File: config.mk
export PLATFORM = sky130hd
export DESIGN_NAME = cond_field_unit
export DESIGN_NICKNAME = d
export VERILOG_FILES = /design/src/rtl/cfu_pkg.sv /design/src/rtl/cfu_field_eval.sv /design/src/rtl/cfu_merge.sv /design/src/rtl/cfu_regfile.sv /design/src/rtl/cond_field_unit.sv
export SDC_FILE = /design/constraint.sdc
export NUM_CORES = 1
export LEC_CHECK = 0
export BUFFER_PORTS_ARGS = -buffer_cell sky130_fd_sc_hd__buf_2
export CAP_MARGIN = 10
export CORE_UTILIZATION = 51
export CTS_BUF_LIST = sky130_fd_sc_hd__clkbuf_8
export DETAILED_ROUTE_END_ITERATION = 12
export PLACE_DENSITY = 0.88
export SETUP_SLACK_MARGIN = 0.2
export SLEW_MARGIN = 20
export SYNTH_ARGS = -nofsm -noshare
export SYNTH_HDL_FRONTEND = slang
export SYNTH_SLANG_ARGS = --single-unit
File: constraint.sdc
create_clock -name clk -period 2.2 [get_ports clk]
set_input_delay 0.33 -clock clk [delete_from_list [all_inputs] [get_ports clk]]
set_output_delay 0.33 -clock clk [all_outputs]
set_load 0.1 [all_outputs]
File: src/rtl/cfu_pkg.sv
package cfu_pkg;
  typedef enum logic [1:0] {
    OP_TEST = 2'd0,
    OP_MOVE = 2'd1,
    OP_SIGN = 2'd2,
    OP_NONE = 2'd3
  } cfu_op_e;
endpackage

File: src/rtl/cfu_field_eval.sv
// Computes the masked, unmerged 4-bit result of one operation.
module cfu_field_eval #(
  parameter int FW = 4
) (
  input  logic [1:0]    op_i,
  input  logic [FW-1:0] src_fld_i,
  input  logic [FW-1:0] mask_i,
  input  logic [FW-1:0] mode_i,
  input  logic          opnd_bit_i,
  output logic [FW-1:0] raw_o,
  output logic          wr_en_o
);
  import cfu_pkg::*;

  logic [FW-1:0] hit_fld;
  logic [FW-1:0] hit_sgn;

  genvar b;
  generate
    for (b = 0; b < FW; b++) begin : g_bit
      assign hit_fld[b] = ~(mode_i[b] ^ src_fld_i[b]);
      assign hit_sgn[b] = ~(mode_i[b] ^ opnd_bit_i);
    end
  endgenerate

  always_comb begin
    raw_o   = '0;
    wr_en_o = 1'b1;
    unique case (cfu_op_e'(op_i))
      OP_TEST: raw_o = mask_i & hit_fld;
      OP_MOVE: raw_o = mask_i & src_fld_i;
      OP_SIGN: raw_o = mask_i & hit_sgn;
      default: wr_en_o = 1'b0;
    endcase
  end
endmodule

File: src/rtl/cfu_merge.sv
// Chooses between read-modify-write and plain overwrite of the destination.
module cfu_merge #(
  parameter int FW = 4
) (
  input  logic [FW-1:0] raw_i,
  input  logic [FW-1:0] old_i,
  input  logic [FW-1:0] mask_i,
  input  logic          merge_i,
  output logic [FW-1:0] new_o
);
  always_comb begin
    if (merge_i) new_o = raw_i | (old_i & ~mask_i);
    else         new_o = raw_i;
  end
endmodule

File: src/rtl/cfu_regfile.sv
// Eight field registers, each with its own clock enable, two read ports.
module cfu_regfile #(
  parameter int NFIELDS = 8,
  parameter int FW      = 4,
  localparam int IDXW   = $clog2(NFIELDS),
  localparam int CRW    = NFIELDS * FW
) (
  input  logic            clk,
  input  logic            rst_n,
  input  logic            we_i,
  input  logic [IDXW-1:0] widx_i,
  input  logic [FW-1:0]   wdata_i,
  input  logic [IDXW-1:0] ridx_a_i,
  input  logic [IDXW-1:0] ridx_b_i,
  output logic [FW-1:0]   rdata_a_o,
  output logic [FW-1:0]   rdata_b_o,
  output logic [CRW-1:0]  cr_o
);
  logic [FW-1:0] fld_q [NFIELDS];
  logic [NFIELDS-1:0] fld_en;

  genvar g;
  generate
    for (g = 0; g < NFIELDS; g++) begin : g_fld
      assign fld_en[g] = we_i && (widx_i == IDXW'(g));

      always_ff @(posedge clk or negedge rst_n) begin
        if (!rst_n)         fld_q[g] <= '0;
        else if (fld_en[g]) fld_q[g] <= wdata_i;
      end

      assign cr_o[CRW-1-FW*g -: FW] = fld_q[g];
    end
  endgenerate

  assign rdata_a_o = fld_q[ridx_a_i];
  assign rdata_b_o = fld_q[ridx_b_i];
endmodule

File: src/rtl/cond_field_unit.sv
module cond_field_unit #(
  parameter int NFIELDS = 8,
  parameter int FW      = 4,
  parameter int OPW     = 64,
  localparam int IDXW   = $clog2(NFIELDS),
  localparam int CRW    = NFIELDS * FW
) (
  input  logic            clk,
  input  logic            rst_n,
  input  logic            valid_i,
  input  logic [1:0]      op_i,
  input  logic [IDXW-1:0] dst_idx_i,
  input  logic [IDXW-1:0] src_idx_i,
  input  logic [FW-1:0]   mask_i,
  input  logic [FW-1:0]   mode_i,
  input  logic            merge_i,
  input  logic [OPW-1:0]  opnd_i,
  output logic [CRW-1:0]  cr_o,
  output logic            done_o
);
  // Reset: asserted asynchronously, released on the clock.
  logic [1:0] rst_sync_q;
  logic       rst_int_n;

  always_ff @(posedge clk or negedge rst_n) begin
    if (!rst_n) rst_sync_q <= 2'b00;
    else        rst_sync_q <= {rst_sync_q[0], 1'b1};
  end
  assign rst_int_n = rst_sync_q[1];

  logic [FW-1:0] src_fld, dst_old, raw, new_fld;
  logic          wr_en;
  logic          unused_opnd_hi;

  assign unused_opnd_hi = ^opnd_i[OPW-1:1];

  cfu_field_eval #(.FW(FW)) u_eval (
    .op_i       (op_i),
    .src_fld_i  (src_fld),
    .mask_i     (mask_i),
    .mode_i     (mode_i),
    .opnd_bit_i (opnd_i[0]),
    .raw_o      (raw),
    .wr_en_o    (wr_en)
  );

  cfu_merge #(.FW(FW)) u_merge (
    .raw_i   (raw),
    .old_i   (dst_old),
    .mask_i  (mask_i),
    .merge_i (merge_i),
    .new_o   (new_fld)
  );

  cfu_regfile #(.NFIELDS(NFIELDS), .FW(FW)) u_rf (
    .clk       (clk),
    .rst_n     (rst_int_n),
    .we_i      (valid_i && wr_en),
    .widx_i    (dst_idx_i),
    .wdata_i   (new_fld),
    .ridx_a_i  (src_idx_i),
    .ridx_b_i  (dst_idx_i),
    .rdata_a_o (src_fld),
    .rdata_b_o (dst_old),
    .cr_o      (cr_o)
  );

  // Completion pulse: next-state and register kept apart.
  logic done_d, done_q;
  always_comb done_d = valid_i;

  always_ff @(posedge clk or negedge rst_int_n) begin
    if (!rst_int_n) done_q <= 1'b0;
    else            done_q <= done_d;
  end
  assign done_o = done_q;
endmodule

==> impl_metrics.py <==
metrics = {
    "die": {
        "die_height_um": 69.3,
        "die_area_mm2": 0.00480,
        "ios": 117,
        "start_util_pct": 53.0,
        "die_width_um": 69.3,
        "row_count": 24,
        "coreArea_mm2": 0.00435,
    },
    "logic_synthesis": {
        "synth_area_leader_cell": "dfrtp_1",
        "synth_nets": 279,
        "synth_cell_types": 36,
        "seq_area_frac_synth_pct": 38.0,
        "ys_seq_elements": 35,
        "synth-edff-count": 0,
        "synth-main-ff-cell": "dfrtp_1",
        "synthTopCellsByArea": "dfrtp_1 38%, mux2_2 16%, mux4_1 9.1%",
        "async_reset_ff_share_pct": 100,
        "synth_area_per_cell_um2": 12.0,
        "ys_warn_count": 0,
        "syn-cell-area_mm2": 0.00231,
        "yosysMostFrequentCell": "dfrtp_1",
        "yosys-top-cells-count": "35 x dfrtp_1, 32 x mux2_2, 19 x mux2i_1",
        "synthCells": 192,
        "synth_top_area_share_pct": 38.0,
    },
    "critical_path": {
        "critPathKind": "flip-flop to flip-flop",
        "crit_path_start_kind": "flip-flop",
        "path_max_fanout": 8,
        "critical_path_arrival_ps": 2090,
        "required_ps": 2370,
        "cp-end-kind": "flip-flop",
    },
    "global_routing": {
        "gr-total-overflow": 0,
        "gr-usage-all-layers_pct": 25.2,
        "grt_pass1_vias": 1820,
        "grt_pass1_wl_mm": 9.37,
        "grt_max_degree": 34,
        "antenna_found_initial": 0,
    },
    "clock_network": {
        "cts_made_buffers": 5,
        "cts-root-buf": "clkbuf_8",
        "tritoncts": "yes",
        "clockBufferDepth": 2,
        "htreeDepth": 2,
        "ctsResizeCount": 0,
        "cts.sinks": 35,
        "clk_pin_slew_ps": 70,
        "clk_latency_ps": 290,
    },
    "final_layout": {
        "area_delta_synth_final_pct": 22.2,
        "layout-drive-gt1-share_pct": 55.4,
        "post-route-util_pct": 64.8,
        "fillCellCount": 334,
        "diodes": 0,
        "final_net_count": 346,
        "seqCellArea_um2": 916,
        "multi_input_area_mm2": 0.00136,
    },
    "timing": {
        "slew_viol_final": 0,
        "tns_ps": 0,
        "hold_violations": 0,
        "setup_violations": 0,
        "min_period_ps": 1920,
        "slew_headroom_pct": 61.5,
        "worst_slew_pin_slew_ps": 577,
        "fin_crit_sh_pct": 87.4,
        "skew_ps": 8.44,
        "rsz0062_at_grt": "no",
        "fin_hold_ws_ps": 220,
        "clock.fmax_ghz": 0.520,
    },
    "routing": {
        "firstDrtPassIters": 4,
        "routedWlPerCell_um": 18.4,
        "drt-initial-drc-count": 137,
        "antenna_left": 0,
        "post-route-drc-count": 0,
        "drt-vias-per-instance": 6.10,
        "drt_wl_total_mm": 5.74,
        "vias": 1903,
    },
    "placement": {
        "io_buffers": 53,
        "gp_congestion": 0.801,
        "dp_hpwl_mm": 4.27,
    },
    "worst_hold_path": {
        "hp-class": "input port to flip-flop",
    },
    "power": {
        "p_leak_nw": 1.37,
        "p_per_area_mw_per_mm2": 1060,
        "vdd_ir_drop_max_uv": 789,
    },
    "flow_run": {
        "maxCapViolCount": 0,
    },
    "outcome": {
        "outcome": "finished, final reports clean",
    },
}
[per-layer routing]
metal | GRT usage, % | part of all wire, % | vias up
li1 | - | - | 869
met1 | 35.2 | 45 | 950
met2 | 38.9 | 48 | 71
met3 | 4.22 | 5.0 | 13
met4 | 10.7 | 2.1 | 0
met5 | 0 | 0 | -
[logic make-up after synthesis]
kind of cell | count (synthesis) | share of synthesized area (%)
xor+xnor | 4 | 1.52
buf+inv | 10 | 3.09
other cells | 1 | 0.163
compound gates | 31 | 9.65
mux | 60 | 33.9
flops | 35 | 38.0
fa+ha+maj | 3 | 1.63
simple gates | 48 | 12.0
[power breakdown]
part	internal, mW	total (mW)	leakage, nW	switching (mW)
clock network	0.248	0.471	0.0524	0.224
registers	0.800	0.932	0.414	0.132
logic	0.351	1.59	0.899	1.24
[critical path, cell delays in order (launching register included)]
cell and delay (ps):
dfrtp_2 420, mux4_1 520, mux2i_1 280, o211ai_2 250, mux2_2 330
[cell type report]
| class | count | area share, % |
|---|---|---|
| timing repair buffer | 68 | 13.5 |
| clock inverter | 2 | 0.311 |
| multi-input combinational | 147 | 48.2 |
| sequential | 35 | 32.5 |
| clock buffer | 6 | 2.93 |
| inverter | 2 | 0.266 |
| tap | 52 | 2.31 |
[cells in the final DEF (no fill, tap or decap), types with 5 or more instances in the layout]
master     n
o21ai_0    9
buf_2     53
buf_4     14
nand3_1    9
nor2b_1    6
a21oi_1    5
dfrtp_2   32
mux2_2    32
nand2b_1  13
mux4_1     8
clkbuf_8   6
mux2i_1   19
[metrics by stage]
stage          instances  setup slack, ps  cell area (um^2)  total power [mW]
6_report             312              277              2820              2.99
5_1_grt              312              216              2820              3.10
4_1_cts              312              285              2820              3.00
3_5_place_dp         303             34.2              2720              2.53
3_3_place_gp         303              112              2720              2.49
2_1_floorplan        192              282              2350              2.24
[timing repair]
| action | CTS | global route |
|---|---|---|
| setup buffers | 0 | 0 |
| hold buffers | 1 | 0 |
| hold endpoints to repair | 2 | 0 |
[state kept, by name (all words and copies together), names as in the netlist]
register    count
u_rf.cr_o      32
rst_sync_q      2
done_o          1
[path summary, 6_finish.rpt]
| kind | from | to | slack, ps | cells past startpoint |
|---|---|---|---|---|
| worst max-delay path | u_rf.cr_o[25] | u_rf.cr_o[9] | 280 | 4 |
| worst min-delay path | valid_i | done_o | 220 | 1 |
| worst max register to register | u_rf.cr_o[25] | u_rf.cr_o[9] | 280 | 4 |
| worst min register to register | rst_sync_q[1] | u_rf.cr_o[15] | 270 | 1 |
| max in group asynchronous | rst_sync_q[1] | u_rf.cr_o[1] | 1610 | 1 |
| min in group asynchronous | rst_sync_q[1] | u_rf.cr_o[15] | 270 | 1 |
(Power assumes the default switching activity.)
